==> src/rtl/mpAddSubPkg.sv <==
package mpAddSubPkg;
  typedef struct packed {
    logic load;   // operation accepted this cycle
    logic step;   // one byte processed this cycle
    logic last;   // the byte processed is the final one
  } ctrlStrobeT;
endpackage

==> src/rtl/mpAddSubCtrl.sv <==
module mpAddSubCtrl
  import mpAddSubPkg::*;
#(
  parameter int CNT_W = 3
) (
  input  logic             clk,
  input  logic             rstN,
  input  logic             start,
  input  logic             byteStrobe,
  input  logic [CNT_W-1:0] byteCount,
  output ctrlStrobeT       strobes,
  output logic             busy,
  output logic             done
);
  typedef enum logic [1:0] {S_IDLE, S_RUN, S_DRAIN, S_FIN} stateT;
  stateT state;
  logic [CNT_W-1:0] remain;

  always_comb begin
    strobes.load = (state == S_IDLE) && start;
    strobes.step = (state == S_RUN) && byteStrobe;
    strobes.last = strobes.step && (remain <= CNT_W'(1));
  end

  always_ff @(posedge clk) begin
    if (!rstN) begin
      state  <= S_IDLE;
      remain <= '0;
    end else begin
      unique case (state)
        S_IDLE: if (start) begin
          state  <= S_RUN;
          remain <= byteCount;
        end
        S_RUN: if (byteStrobe) begin
          remain <= remain - CNT_W'(1);
          if (strobes.last) state <= S_DRAIN;
        end
        S_DRAIN: state <= S_FIN;
        S_FIN:   state <= S_IDLE;
        default: state <= S_IDLE;
      endcase
    end
  end

  assign busy = (state != S_IDLE);
  assign done = (state == S_FIN);
endmodule

==> src/rtl/mpAddSubDpath.sv <==
module mpAddSubDpath
  import mpAddSubPkg::*;
#(
  parameter int BYTE_W = 8
) (
  input  logic              clk,
  input  logic              rstN,
  input  ctrlStrobeT        strobes,
  input  logic              opSub,
  input  logic              carryMode,
  input  logic              carryIn,
  input  logic [BYTE_W-1:0] aByte,
  input  logic [BYTE_W-1:0] bByte,
  output logic [BYTE_W-1:0] resByte,
  output logic              resValid,
  output logic              carryOut,
  output logic              overflow,
  output logic              zero
);
  localparam int LOW_W = BYTE_W - 1;

  logic              subQ;
  logic              carryQ;
  logic              zeroAcc;
  logic [BYTE_W-1:0] bEff;
  logic [BYTE_W-1:0] lowSum;
  logic [1:0]        msbSum;
  logic [BYTE_W-1:0] sum;
  logic              cIntoMsb;
  logic              cOutMsb;
  logic              sumIsZero;

  // Inverter row on the B path turns the adder into a subtractor.
  assign bEff = subQ ? ~bByte : bByte;

  // Split at the top bit so the carry into it is visible.
  assign lowSum   = {1'b0, aByte[LOW_W-1:0]} + {1'b0, bEff[LOW_W-1:0]}
                  + {{LOW_W{1'b0}}, carryQ};
  assign cIntoMsb = lowSum[LOW_W];
  assign msbSum   = {1'b0, aByte[BYTE_W-1]} + {1'b0, bEff[BYTE_W-1]}
                  + {1'b0, cIntoMsb};
  assign cOutMsb  = msbSum[1];
  assign sum      = {msbSum[0], lowSum[LOW_W-1:0]};
  assign sumIsZero = (sum == '0);

  always_ff @(posedge clk) begin
    if (!rstN) begin
      subQ     <= 1'b0;
      carryQ   <= 1'b0;
      zeroAcc  <= 1'b0;
      resByte  <= '0;
      resValid <= 1'b0;
      carryOut <= 1'b0;
      overflow <= 1'b0;
      zero     <= 1'b0;
    end else begin
      resValid <= strobes.step;
      if (strobes.load) begin
        subQ     <= opSub;
        carryQ   <= opSub & (carryMode | carryIn);
        zeroAcc  <= 1'b1;
        carryOut <= 1'b0;
        overflow <= 1'b0;
        zero     <= 1'b0;
      end else if (strobes.step) begin
        resByte <= sum;
        carryQ  <= cOutMsb;
        zeroAcc <= zeroAcc & sumIsZero;
        if (strobes.last) begin
          carryOut <= cOutMsb;
          overflow <= cIntoMsb ^ cOutMsb;
          zero     <= zeroAcc & sumIsZero;
        end
      end
    end
  end
endmodule

==> src/rtl/mpAddSub.sv <==
module mpAddSub
  import mpAddSubPkg::*;
#(
  parameter int BYTE_W    = 8,
  parameter int MAX_BYTES = 4,
  localparam int CNT_W    = $clog2(MAX_BYTES + 1)
) (
  input  logic              clk,
  input  logic              rstN,
  input  logic              start,
  input  logic              opSub,
  input  logic              carryMode,
  input  logic              carryIn,
  input  logic [CNT_W-1:0]  byteCount,
  input  logic              byteStrobe,
  input  logic [BYTE_W-1:0] aByte,
  input  logic [BYTE_W-1:0] bByte,
  output logic [BYTE_W-1:0] resByte,
  output logic              resValid,
  output logic              carryOut,
  output logic              overflow,
  output logic              zero,
  output logic              busy,
  output logic              done
);
  ctrlStrobeT strobes;

  mpAddSubCtrl #(.CNT_W(CNT_W)) u_ctrl (
    .clk(clk), .rstN(rstN), .start(start), .byteStrobe(byteStrobe),
    .byteCount(byteCount), .strobes(strobes), .busy(busy), .done(done)
  );

  mpAddSubDpath #(.BYTE_W(BYTE_W)) u_dpath (
    .clk(clk), .rstN(rstN), .strobes(strobes), .opSub(opSub),
    .carryMode(carryMode), .carryIn(carryIn), .aByte(aByte), .bByte(bByte),
    .resByte(resByte), .resValid(resValid), .carryOut(carryOut),
    .overflow(overflow), .zero(zero)
  );
endmodule

==> config.mk <==
export PLATFORM = sky130hd
export DESIGN_NAME = mpAddSub
export DESIGN_NICKNAME = d
export VERILOG_FILES = /design/src/rtl/mpAddSubPkg.sv /design/src/rtl/mpAddSubCtrl.sv /design/src/rtl/mpAddSubDpath.sv /design/src/rtl/mpAddSub.sv
export SDC_FILE = /design/constraint.sdc
export NUM_CORES = 1
export LEC_CHECK = 0
export BUFFER_PORTS_ARGS = -buffer_cell sky130_fd_sc_hd__buf_2
export CAP_MARGIN = 20
export CORE_MARGIN = 2
export CORE_UTILIZATION = 35
export CTS_BUF_LIST = sky130_fd_sc_hd__clkbuf_4
export DETAILED_ROUTE_END_ITERATION = 12
export SLEW_MARGIN = 10
export SYNTH_ARGS = -nofsm -noshare
export SYNTH_HDL_FRONTEND = slang
export SYNTH_SLANG_ARGS = --single-unit
==> constraint.sdc <==
create_clock -name clk -period 8.4 [get_ports clk]
set_clock_uncertainty 0.05 [all_clocks]
set_input_delay 0.84 -clock clk [delete_from_list [all_inputs] [get_ports clk]]
set_output_delay 0.84 -clock clk [all_outputs]
set_load 0.01 [all_outputs]
# Word level (Yosys, flattened, before mapping)
# Index checks and enable logic that the tools add are counted.
dict set report totals {
  out_inout_bits 14
  input_bits 26
  wordCells 54
  regBits 20
}
dict set report op_classes {
  n_lt_le_gt_ge 1
  n_reduce_logical 13
  bitwise_logic 7
  n_addsub 5
  n_mux 12
  n_eq_ne 6
}
# cell count
set op_table {}
lappend op_table {{7-bit by 7-bit adder with 8-bit output} 1}
lappend op_table {{8-bit by 1-bit adder with 8-bit output} 1}
lappend op_table {{8-bit zero test} 1}
lappend op_table {{8-bit two-way mux} 1}
lappend op_table {{8-bit NOT} 1}
lappend op_table {{2-bit case mux with 4 select lines} 1}
lappend op_table {{2-bit two-way mux} 3}
lappend op_table {{3-bit two-way mux} 2}
lappend op_table {{2-bit inequality test (second input constant)} 3}
lappend op_table {{3-bit case mux with 2 select lines} 1}
lappend op_table {{3-bit AND reduction} 2}
lappend op_table {{2-bit nonzero test} 3}
lappend op_table {{2-bit equality test (second input constant)} 2}
lappend op_table {{1-bit two-way mux} 4}
lappend op_table {{2-bit AND reduction} 2}
lappend op_table {{3-bit by 1-bit <= comparator with 1-bit output (second input constant)} 1}
lappend op_table {{1-bit logical AND} 3}
lappend op_table {{3-bit by 1-bit subtractor with 3-bit output (second input constant)} 1}
lappend op_table {{1-bit by 1-bit adder with 2-bit output} 1}
lappend op_table {{2-bit by 1-bit adder with 2-bit output} 1}
lappend op_table {{1-bit AND} 2}
lappend op_table {{2-bit by 1-bit equality test with 1-bit output (second input constant)} 1}
lappend op_table {{2-bit zero test} 1}
lappend op_table {{1-bit NOT} 2}
lappend op_table {{3 further kinds} 3}

# Longest topological paths before layout
# Gate-level depths: netlist of the first run.
dict set report depth {
  ltp_word 9
  mapped_depth 14
  mapped_depth_nobuf 13
}

# Cells and area by module
# A second synthesis of the first run with hierarchy kept.
dict set report unflattened {
  cells_unflattened 166
  area_unflattened_um2 1457.6
}
# mod seq_area_each_um2 n_inst area_each_um2 cells_each
set by_module_without_submodules {}
lappend by_module_without_submodules {mpAddSubDpath 300.3 1 1021.0 117}
lappend by_module_without_submodules {mpAddSubCtrl 100.1 1 436.7 49}

# Least setup slack after synthesis of the first run
# OpenSTA, ideal clock, no wires.
dict set report synth_timing {
  kind {input to register}
  startpoint {input port bByte[3]}
  endpoint {register u_dpath.zeroAcc}
  required_ns 8.276
  n_path_buf 0
  path_slack_ns 4.952
  cell_stages 13
  setup_ns 0.074
  arrival_ns 3.324
  path_cell_list {xor2_1 ha_1 a21o_1 a21oi_1 o21ai_1 a21boi_0 inv_1 fa_1 nor2_1 nand4_1 nor3_1 or3b_1 a31oi_1}
}
dict set report synth_via {
  elab_chain_cells 9
}
# element line
set synth_lines {}
lappend synth_lines {{from (decl)} mpAddSub.sv:17} ;# input logic [BYTE_W-1:0] bByte,
lappend synth_lines {{8-bit NOT} mpAddSubDpath.sv:34} ;# assign bEff = subQ ? ~bByte : bByte;
lappend synth_lines {{8-bit two-way mux (*)} mpAddSubDpath.sv:34}
lappend synth_lines {{7-bit by 7-bit adder with 8-bit output (*)} mpAddSubDpath.sv:37} ;# assign lowSum = {1'b0, aByte[LOW_W-1:0]} + {1'b0, bEff[LOW_W-1:0]}
lappend synth_lines {{8-bit by 1-bit adder with 8-bit output (*)} mpAddSubDpath.sv:38} ;# + {{LOW_W{1'b0}}, carryQ};
lappend synth_lines {{2-bit by 1-bit adder with 2-bit output (*)} mpAddSubDpath.sv:41} ;# + {1'b0, cIntoMsb};
lappend synth_lines {{via u_dpath.msbSum[0]} mpAddSubDpath.sv:27} ;# logic [1:0] msbSum;
lappend synth_lines {{8-bit zero test (*)} mpAddSubDpath.sv:44} ;# assign sumIsZero = (sum == '0);
lappend synth_lines {{1-bit AND (*)} mpAddSubDpath.sv:68} ;# zeroAcc <= zeroAcc & sumIsZero;
lappend synth_lines {{1-bit two-way mux (*)} mpAddSubDpath.sv:65} ;# end else if (strobes.step) begin
lappend synth_lines {{1-bit two-way mux (*)} mpAddSubDpath.sv:58} ;# if (strobes.load) begin
lappend synth_lines {{to (signal assigned)} mpAddSubDpath.sv:68}
lappend synth_lines {{to (decl)} mpAddSubDpath.sv:24} ;# logic zeroAcc;
# Mark *: on every way through the listed nets, which the timed path passes. The rest lies on a longest branch. The select of a mux whose other input is x is not followed.
# A chain may end at the register's enable or synchronous reset.

# Worst setup path after layout of the first run
# Ends and elaborated chain as after synthesis.

==> results of run 1 <==
-- through the flow --
stage | worst slack (ps) | cell area, µm² | power [mW] | util, %
after global placement | 4741 | 1505 | 0.3429 | 44.41
after CTS | 4938 | 1558 | 0.4314 | 45.96
after floorplan | 4952 | 1264 | 0.2946 | -
after global routing | 4699 | 1558 | 0.4640 | 45.96
final | 4953 | 1558 | 0.4294 | 45.96
after detailed placement | 4621 | 1505 | 0.3516 | 44.41
-- synthesized netlist by cell type, types with 2 or more instances --
| cell type | count |
|---|---|
| nand3_1 | 6 |
| o22ai_1 | 2 |
| ha_1 | 12 |
| nor3_1 | 2 |
| nand2_1 | 20 |
| o21ai_0 | 7 |
| inv_1 | 11 |
| a21oi_1 | 19 |
| nor2_1 | 14 |
| clkbuf_1 | 3 |
| mux2i_1 | 2 |
| fa_1 | 3 |
| dfxtp_1 | 20 |
| xnor2_1 | 4 |
| a211oi_1 | 3 |
| xor2_1 | 10 |
| a21o_1 | 2 |
-- worst register-to-register path, delay by kind of cell, from the launching register on --
kind                     cells  cell delay (ps)
AND/OR/NAND/NOR              4              730
AO/OA/AOI/OAI                5              880
buffers and inverters        1              100
flip-flops                   1              610
adder cells (fa/ha/maj)      2              800
XOR/XNOR                     1              190
-- how the worst max path moves through the flow --
stage,start,endpoint,slack [ps],cells past startpoint
2_1_floorplan,bByte[3],u_dpath.zeroAcc$_SDFFE_PN0P_,4950,13
3_3_place_gp,bByte[3],u_dpath.zeroAcc$_SDFFE_PN0P_,4740,14
3_5_place_dp,bByte[3],u_dpath.zeroAcc$_SDFFE_PN0P_,4620,14
4_1_cts,u_dpath.subQ$_SDFFE_PN0P_,u_dpath.zeroAcc$_SDFFE_PN0P_,4940,13
5_1_grt,u_dpath.subQ$_SDFFE_PN0P_,u_dpath.zeroAcc$_SDFFE_PN0P_,4700,13
6_report,bByte[3],u_dpath.zeroAcc$_SDFFE_PN0P_,4950,14
-- area by class of cell --
cell class              instances  area [µm²]  area share, %
flip-flops and latches         20       400.4          25.70
inverters                      11       41.29          2.651
repair buffers                 39       195.2          12.53
clock buffers                   3       22.52          1.446
multi-input cells             120       810.8          52.05
well taps                      46       57.56          3.695
clock inverters                 1       30.03          1.928
-- sequential cells by signal (all words and copies together) (netlist names) --
signal	cells
u_dpath.zeroAcc	1
u_dpath.subQ	1
u_dpath.carryOut	1
u_dpath.resByte	8
u_dpath.resValid	1
u_dpath.zero	1
u_dpath.carryQ	1
u_ctrl.remain	3
u_ctrl.state	2
u_dpath.overflow	1
-- cell families (layout without fill, tap and decap cells) --
group                    count (synthesis)  in the layout  synth area share (%)
adder cells (fa/ha/maj)                 15             15                 16.63
multiplexers                             3              3                 2.475
XOR/XNOR                                14             14                 9.702
buffers and inverters                   14             54                 4.158
flip-flops                              20             20                 31.68
AND/OR/NAND/NOR                         45             45                 14.95
AO/OA/AOI/OAI                           43             43                 20.40
-- metal layers --
layer	GRT usage, %	share of wire [%]
met1	17.30	46
met2	25.00	50
met3	1.761	4.1
met4	3.989	0
met5	0	0
-- power by group --
| group | switching [mW] | internal [mW] | total [mW] |
|---|---|---|---|
| Clock | 0.0320 | 0.0482 | 0.0803 |
| Combinational | 0.126 | 0.0893 | 0.215 |
| Sequential | 0.0171 | 0.117 | 0.134 |
-- layout by cell type, fill, tap and decap left out, types with 2 or more instances in the layout --
| master | Yosys | routed |
|---|---|---|
| nand3_1 | 6 | 6 |
| nor2_1 | 14 | 14 |
| buf_2 | 0 | 39 |
| o21ai_0 | 7 | 7 |
| a211oi_1 | 3 | 3 |
| fa_1 | 3 | 3 |
| inv_1 | 11 | 11 |
| nor3_1 | 2 | 2 |
| xor2_1 | 10 | 10 |
| mux2i_1 | 2 | 2 |
| nand2_1 | 20 | 20 |
| clkbuf_4 | 0 | 3 |
| xnor2_1 | 4 | 4 |
| ha_1 | 12 | 12 |
| dfxtp_1 | 20 | 20 |
| o22ai_1 | 2 | 2 |
| a21oi_1 | 19 | 19 |
| a21o_1 | 2 | 2 |
==> key figures, run 1 <==
STA
  – Final Hold Fails: 0
  – Final Setup Violations: 0
  – Final worst-path cycle share: 41.04%
  – Worst hold slack: approximately 410 ps
  – Setup tns final: 0 ps
  – RSZ-0062 raised after global routing: false
  – Final Max Slew Viols: 0
  – Worst-Margin Slew: 676.9 ps
  – Min cycle time layout: 3447 ps
  – Max Clk Rate: 290.1 MHz
  – Worst slew margin: 54.87%

Yosys
  – #FFs+latches synth: 20
  – Area leader, netlist: dfxtp_1
  – Synth warnings: 0
  – Asr flop ratio synth: 0%
  – Mapped cell area: between 0.001 and 0.0015 mm²
  – Syn Inst Count: 154
  – Unique cell type count in the Yosys netlist: 31
  – Ys flop type: dfxtp_1
  – Seq/Total Area, Yosys: 31.68%
  – Syn Nets: 195
  – Main area contributors after synthesis: dfxtp_1 32%, ha_1 12%, a21oi_1 7.5%
  – Avg Inst Size Synth: 8.206 µm²
  – Post-synth top area share: 31.68%
  – Post-synth EDFFs: 0

Critical path
  – CP Class: primary input to flip-flop
  – Worst path top cell family by delay: compound AO/OA/AOI/OAI gates
  – R2r setup slk: about 5000 ps
  – Worst reg2reg path startpoint: u_dpath.subQ$_SDFFE_PN0P_
  – Crit-path slowest cell: fa_1
  – CP Cell Sequence: buf_2 -> xor2_1 -> ha_1 -> a21o_1 -> a21oi_1 -> o21ai_1 -> a21boi_0 -> inv_1 -> fa_1 -> nor2_1 -> nand4_1 -> nor3_1 -> or3b_1 -> a31oi_1
  – Crit end category: flip-flop
  – Required time of the critical path: 8590 ps
  – CP arrival: 3640 ps
  – Crit path largest cell delay: 500 ps
  – Buffers plus inverters on the worst setup path: 2
  – Worst Path Max Fanout: 5
  – Setup crit start kind: primary input
  – R2R Path End: u_dpath.zeroAcc$_SDFFE_PN0P_
  – FF-to-FF path depth: 13

Worst hold path
  – Hold EP: u_dpath.resByte[7]$_SDFFE_PN0P_
  – Worst hold-check path type: flip-flop to flip-flop
  – Hold path startpoint: u_dpath.resByte[7]$_SDFFE_PN0P_
  – Hold depth: 2

Layout
  – Area Growth Syn to Fin: 23.27%
  – # nets final: 236
  – N_diodes: 0
  – Layout Cells excl Fill: 240
  – Layout cells sized above 1: 23.20%
  – Layout fillers: 348

CTS
  – Clock latency on the worst-skew pair: 310 ps
  – Clk buf depth: 2
  – Postcts setup bufs: 0
  – Cts hold-fix bufs: 0
  – H-tree depth: 1
  – CTS Root Cell: clkbuf_4
  – Post-cts gate resize count: 0
  – Num CTS Buffers: 3
  – Clk sinks: 20
  – CTS tree: done
  – Clock slew at reported path FFs: 120 ps

Global routing
  – Largest net degree at the start of global routing: 17
  – Antenna violations before repair: 0
  – Grt ovf: 0
  – Global Route Usage Sum: 13.91%
  – Vias in the first global route: 1120
  – First-pass GRT wire length: 4.678 mm

Run
  – Max cap viols: 0

Run status
  – Status: completed

Route
  – DR vias/cell: 4.975
  – 1st-pass router iterations: 4
  – Routed via count: 1194
  – DRT iter0 DRCs: 75
  – Wire per inst: 11.85 µm
  – Routed WL: around 2.8 mm
  – Post-route ant nets: 0
  – # DRC: 0

Die
  – # IOs: 40
  – Die height: 64.09 µm
  – Die area: approximately 0.0041 mm²
  – # rows: 21
  – Starting density of the core: 37.28%
  – Die width: 64.09 µm
  – Core Area: 0.003390 mm²

Pwr
  – Leakage: 0.7341 nW
  – PwrDens: between 200 and 300 mW/mm²
  – Worst VDD drop: between 70 and 80 µV

Placement
  – Final GP Congestion: 0.8629
  – Dpl cells: about 240
  – HPWL Detailed: ~2.3 mm
  – Port Buffers: 39
(Power assumes the default switching activity.)
==> inputs of run 2 (changes only) <==
==> constraint.sdc (replaced) <==
create_clock -name clk -period 3.5 [get_ports clk]
set_clock_uncertainty 0.05 [all_clocks]
set_input_delay 0.35 -clock clk [delete_from_list [all_inputs] [get_ports clk]]
set_output_delay 0.35 -clock clk [all_outputs]
set_load 0.01 [all_outputs]
==> key figures, run 2 (same netlist as run 1, synthesis figures left out) <==
Run status
  – Status: completed

Die
  – Die height: 64.09 µm (unchanged)
  – Core Area: 0.003390 mm² (unchanged)
  – # rows: 21 (unchanged)
  – # IOs: 40 (unchanged)
  – Starting density of the core: 37.28% (unchanged)
  – Die area: 0.004108 mm² (unchanged)
  – Die width: 64.09 µm (unchanged)

Pwr
  – PwrDens: 656.5 mW/mm² (+140%)
  – Clock power frac: 18.3% (-0.4 points)
  – Sw Share: 40.31% (-0.47 points)
  – Sequential share of power: 31.1% (about the same)
  – Leakage: 0.7402 nW (+0.83%)
  – Combinational Power Share: 50.6% (+0.5 points)
  – Internal power: 613.9 µW (+140%)
  – Worst VDD drop: 198.9 µV (+160%)
  – Psw: 414.5 µW (+140%)

Critical path
  – CP Class: flip-flop to flip-flop
  – Worst Path Max Fanout: 7 (+2)
  – Required time of the critical path: 3680 ps (-4910 ps)
  – Crit end category: flip-flop
  – CP arrival: 3370 ps (-270 ps)
  – Setup crit start kind: flip-flop

CTS
  – Clk buf depth: 2 (unchanged)
  – Clock slew at reported path FFs: 120 ps (about the same)
  – Post-cts gate resize count: 0 (unchanged)
  – Cts hold-fix bufs: 0 (unchanged)
  – Clock latency on the worst-skew pair: 290 ps (-20 ps)
  – CTS tree: done
  – H-tree depth: 1 (unchanged)
  – CTS Root Cell: clkbuf_4
  – Clk sinks: 20 (unchanged)
  – Postcts setup bufs: 0 (unchanged)
  – Num CTS Buffers: 3 (unchanged)

Layout
  – Largest registers: u_dpath.resByte (8), u_ctrl.remain (3), u_ctrl.state (2)
  – Commonest non-fill, non-tap cell in the layout: buf_2
  – Layout Cells excl Fill: 241 (+0.42%)
  – Layout fillers: 347 (-0.29%)
  – Layout cells sized above 1: 24.10% (+0.91 points)
  – Largest reg by FF count: u_dpath.resByte
  – Final core utilization: 46.22% (+0.26 points)
  – Area Growth Syn to Fin: 23.96%
  – Max FFs per register: 8 (unchanged)
  – N_diodes: 0 (unchanged)
  – # nets final: 237 (+0.42%)
  – Most frequent cells in the layout: 39 x buf_2, 20 x nand2_1, 19 x a21oi_1, 19 x dfxtp_1, 14 x nor2_1

STA
  – Worst slew margin: 55.92% (+1.0 points)
  – Final Setup Violations: 0 (unchanged)
  – RSZ-0062 raised after global routing: false
  – Final worst-path cycle share: between 90% and 100%
  – Final Max Slew Viols: 0 (unchanged)
  – Worst-Margin Slew: 661.3 ps (-15.65 ps)
  – Setup tns final: 0 ps (unchanged)
  – Max Clk Rate: approximately 310 MHz
  – Min cycle time layout: 3185 ps
  – Worst hold slack: 270.9 ps (-143.5 ps)
  – Final Hold Fails: 0 (unchanged)

Run
  – Max cap viols: 0 (unchanged)

Global routing
  – Largest net degree at the start of global routing: 17 (unchanged)
  – Global Route Usage Sum: 14.79% (+0.88 points)
  – Vias in the first global route: 1175 (+4.9%)
  – Antenna violations before repair: 0 (unchanged)
  – Grt ovf: 0 (unchanged)
  – First-pass GRT wire length: 4.919 mm (+5.2%)

Route
  – DR vias/cell: 4.880 (-1.9%)
  – Post-route ant nets: 0 (unchanged)
  – Routed via count: 1176 (-1.5%)
  – DRT iter0 DRCs: 25 (-67%)
  – 1st-pass router iterations: 4 (unchanged)
  – Wire per inst: 11.93 µm (+0.67%)
  – # DRC: 0 (unchanged)
  – Routed WL: 2.874 mm (+1.1%)

Placement
  – HPWL Detailed: 2.451 mm (+4.5%)
  – Port Buffers: 39 (unchanged)
  – Final GP Congestion: 0.9006 (+4.4%)
  – Dpl cells: 237 (+0.42%)

Worst hold path
  – Worst hold-check path type: primary input to flip-flop
## run 2: cell types whose count changed in the layout (fill, tap and decap cells not counted)
| cell | previous run | this run |
|---|---|---|
| a21boi_0 | 1 | 0 |
| dfxtp_2 | 0 | 1 |
| buf_4 | 0 | 1 |
| dfxtp_1 | 20 | 19 |
| a21boi_1 | 0 | 1 |
## run 2: cell type report
type | count | area (µm²) | area share, %
multi-input combinational | 120 | 810.8 | 51.76
sequential | 20 | 401.6 | 25.64
timing repair buffer | 40 | 202.7 | 12.94
tap | 46 | 57.56 | 3.674
inverter | 11 | 41.29 | 2.636
clock inverter | 1 | 30.03 | 1.917
clock buffer | 3 | 22.52 | 1.438
## run 2: power groups by stage
stage          Clock [mW]  Combinational (mW)  Sequential, mW
2_1_floorplan           0               0.385           0.322
3_3_place_gp            0               0.508           0.322
3_5_place_dp            0               0.521           0.325
4_1_cts             0.191               0.524           0.319
5_1_grt             0.201               0.585           0.328
6_report            0.188               0.521           0.320
## run 2: stage by stage
stage / power [mW] / instance area, µm² / worst slack, ps
after CTS: 1.034 / 1565 / 98.51
after floorplan: 0.7070 / 1264 / 247.4
after global routing: 1.115 / 1567 / 23.25
final: 1.028 / 1567 / 315.5
after detailed placement: 0.8461 / 1513 / 121.1
after global placement: 0.8302 / 1513 / 314.5
## run 2: path summary, 6_finish.rpt
check,from,to,slack (ps),cells after the start
max,u_dpath.subQ$_SDFFE_PN0P_,u_dpath.zeroAcc$_SDFFE_PN0P_,320,13
min reg2reg,u_dpath.resByte[6]$_SDFFE_PN0P_,u_dpath.resByte[6]$_SDFFE_PN0P_,410,2
max reg2reg,u_dpath.subQ$_SDFFE_PN0P_,u_dpath.zeroAcc$_SDFFE_PN0P_,320,13
min,rstN,u_dpath.carryOut$_SDFFE_PP0P_,270,3
## run 2: critical path: stages (launching register included)
cell and delay [ps]:
dfxtp_2 440, xor2_1 170, ha_1 300, a21o_1 210, a21oi_1 140, o21ai_1 100
a21boi_1 200, inv_1 90, fa_1 490, nor2_1 130, nand4_1 110, nor3_1 140
or3b_1 390, a31oi_1 160
## run 2: layer usage
layer	GRT usage [%]	vias to the layer above	wire, µm
li1	-	614	-
met1	17.48	532	1301
met2	26.17	26	1429
met3	2.817	4	99
met4	5.851	0	44
met5	0	-	0
==> inputs of run 3 (changes only) <==
--- a/config.mk
+++ b/config.mk
@@ -7,6 +7,7 @@
 export LEC_CHECK = 0
 export BUFFER_PORTS_ARGS = -buffer_cell sky130_fd_sc_hd__buf_2
 export CAP_MARGIN = 20
+export CORE_ASPECT_RATIO = 1.1
 export CORE_MARGIN = 2
 export CORE_UTILIZATION = 35
 export CTS_BUF_LIST = sky130_fd_sc_hd__clkbuf_4
==> key figures, run 3 (same netlist as run 1, synthesis figures left out) <==
Run status
  – Status: completed

Route
  – Wire per inst: 11.66 µm (-2.2%)
  – DRT iter0 DRCs: 53 (+110%)
  – Post-route ant nets: 0 (unchanged)
  – Routed WL: 2.834 mm (-1.4%)
  – DR vias/cell: 4.881 (about the same)
  – 1st-pass router iterations: 4 (unchanged)
  – Routed via count: 1186 (+0.85%)
  – # DRC: 0 (unchanged)

Critical path
  – Setup crit end: u_dpath.zeroAcc$_SDFFE_PN0P_
  – Crit end category: flip-flop
  – R2r setup slk: 330 ps (+20 ps)
  – R2R Path End: u_dpath.zeroAcc$_SDFFE_PN0P_
  – Critical path startpoint: u_dpath.subQ$_SDFFE_PN0P_
  – Worst Path Max Fanout: 5 (-2)
  – Required time of the critical path: 3700 ps (+20 ps)
  – FF-to-FF path depth: 14 (+1)
  – Worst reg2reg path startpoint: u_dpath.subQ$_SDFFE_PN0P_
  – CP arrival: 3360 ps (about the same)
  – CP Class: flip-flop to flip-flop
  – Setup crit start kind: flip-flop

Layout
  – Layout fillers: 368 (+6.1%)
  – Commonest non-fill, non-tap cell in the layout: buf_2
  – Largest registers: u_dpath.resByte (8), u_ctrl.remain (3), u_ctrl.state (2)
  – N_diodes: 0 (unchanged)
  – Layout cells sized above 1: 23.59% (-0.51 points)
  – Max FFs per register: 8 (unchanged)
  – # nets final: 237 (unchanged)
  – Most frequent cells in the layout: 39 x buf_2, 20 x nand2_1, 19 x a21oi_1, 19 x dfxtp_1, 14 x nor2_1
  – Area Growth Syn to Fin: 22.08%
  – Layout Cells excl Fill: 243 (+0.83%)
  – Largest reg by FF count: u_dpath.resByte
  – Final core utilization: 45.57% (-0.65 points)

Global routing
  – First-pass GRT wire length: 4.595 mm (-6.6%)
  – Grt ovf: 0 (unchanged)
  – Vias in the first global route: 1084 (-7.7%)
  – Global Route Usage Sum: 14.89% (+0.10 points)
  – Antenna violations before repair: 0 (unchanged)
  – Largest net degree at the start of global routing: 17 (unchanged)

Pwr
  – Psw: 416.3 µW (+0.41%)
  – Worst VDD drop: 204.1 µV (+2.6%)
  – Sequential share of power: 33.3% (+2.2 points)
  – PwrDens: 620.0 mW/mm² (-5.6%)
  – Sw Share: 43.52% (+3.2 points)
  – Leakage: 0.7276 nW (-1.7%)
  – Total power: 956.5 µW (-7.0%)
  – Internal power: 540.3 µW (-12%)
  – Combinational Power Share: 54.5% (+3.9 points)
  – Clock power frac: 12.2% (-6.1 points)

Die
  – Die width: 61.29 µm (-4.4%)
  – Die height: 67.02 µm (+4.6%)
  – # rows: 22 (+4.8%)
  – Core Area: 0.003386 mm² (-0.11%)
  – Die area: 0.004108 mm² (about the same)
  – # IOs: 40 (unchanged)
  – Starting density of the core: 37.32% (+0.041 points)

CTS
  – Clk sinks: 20 (unchanged)
  – Cts hold-fix bufs: 0 (unchanged)
  – H-tree depth: 1 (unchanged)
  – Clock slew at reported path FFs: 120 ps (about the same)
  – Clock latency on the worst-skew pair: 310 ps (+20 ps)
  – Num CTS Buffers: 3 (unchanged)
  – Clk buf depth: 2 (unchanged)
  – CTS Root Cell: clkbuf_4
  – CTS tree: done

STA
  – Final Setup Violations: 0 (unchanged)
  – Final Hold Fails: 0 (unchanged)
  – Min cycle time layout: 3167 ps (-17.47 ps)
  – Max Clk Rate: 315.7 MHz (+0.55%)
  – Setup tns final: 0 ps (unchanged)
  – Worst hold slack: 242.6 ps (-28.30 ps)
  – Final Max Slew Viols: 0 (unchanged)
  – Final worst-path cycle share: 90.49% (-0.50 points)
  – RSZ-0062 raised after global routing: false
  – Worst-Margin Slew: 674.4 ps (+13.18 ps)
  – Worst slew margin: 55.04% (-0.88 points)

Placement
  – Final GP Congestion: 0.7940 (-12%)
  – Port Buffers: 39 (unchanged)
  – HPWL Detailed: 2.384 mm (-2.7%)
  – Dpl cells: 239 (+0.84%)

Worst hold path
  – Hold path startpoint: rstN
  – Hold depth: 3 (unchanged)
  – Worst hold-check path type: primary input to flip-flop

Run
  – Max cap viols: 0 (unchanged)
[run 3: cell type report]
class                           instances  area (µm²)  area share (%)
Clock inverter                          1       3.754          0.2433
Clock buffer                            3       22.52           1.460
Tap cell                               48       60.06           3.893
Sequential cell                        20       401.6           26.03
Multi-Input combinational cell        120       810.8           52.55
Timing Repair Buffer                   40       202.7           13.14
Inverter                               11       41.29           2.676
[run 3: how the worst min path moves through the flow]
stage                                           end  slack, ps
floorplan              u_dpath.zeroAcc$_SDFFE_PN0P_        410
global placement    u_dpath.resByte[1]$_SDFFE_PN0P_        400
detailed placement  u_dpath.resByte[5]$_SDFFE_PN0P_        400
CTS                   u_dpath.carryOut$_SDFFE_PP0P_        250
global route           u_ctrl.state[0]$_SDFFE_PN0P_        260
finish                u_dpath.carryOut$_SDFFE_PP0P_        240
[run 3: worst max-delay path, stage by stage (launching register included)]
cell	delay, ps
dfxtp_2	380
buf_4	170
xnor2_1	140
fa_1	420
inv_1	110
a21oi_1	70
o21ai_1	200
a21boi_1	120
inv_1	90
fa_1	450
nor2_1	120
nand4_1	100
nor3_1	130
or3b_1	400
a31oi_1	160
[run 3: per-layer routing]
metal | global-route usage, % | routed length (µm) | vias up | part of all wire (%)
met3 | 1.942 | 160 | 4 | 5.6
li1 | - | - | 612 | -
met2 | 25.40 | 1370 | 41 | 48
met1 | 18.06 | 1252 | 529 | 44
met4 | 6.793 | 50 | 0 | 1.8
met5 | 0 | 0 | - | 0
[run 3: power groups by stage]
stage | Combinational [mW] | Clock [mW] | Sequential, mW
4_1_cts | 0.524 | 0.119 | 0.319
6_report | 0.521 | 0.117 | 0.319
2_1_floorplan | 0.385 | 0 | 0.322
3_3_place_gp | 0.510 | 0 | 0.321
5_1_grt | 0.595 | 0.128 | 0.328
3_5_place_dp | 0.524 | 0 | 0.324
[run 3: repair_timing]
action | 4_1_cts | 5_1_grt
buffers inserted | 0 | 0
resized for setup | 0 | 2
endpoints found under the setup margin | 0 | 2
[run 3: through the flow]
stage / setup slack (ps) / area [µm²]
final: 332.9 / 1543
after CTS: 170.5 / 1541
after detailed placement: 177.9 / 1515
after global routing: 74.49 / 1543
after global placement: 337.7 / 1515
after floorplan: 247.4 / 1264
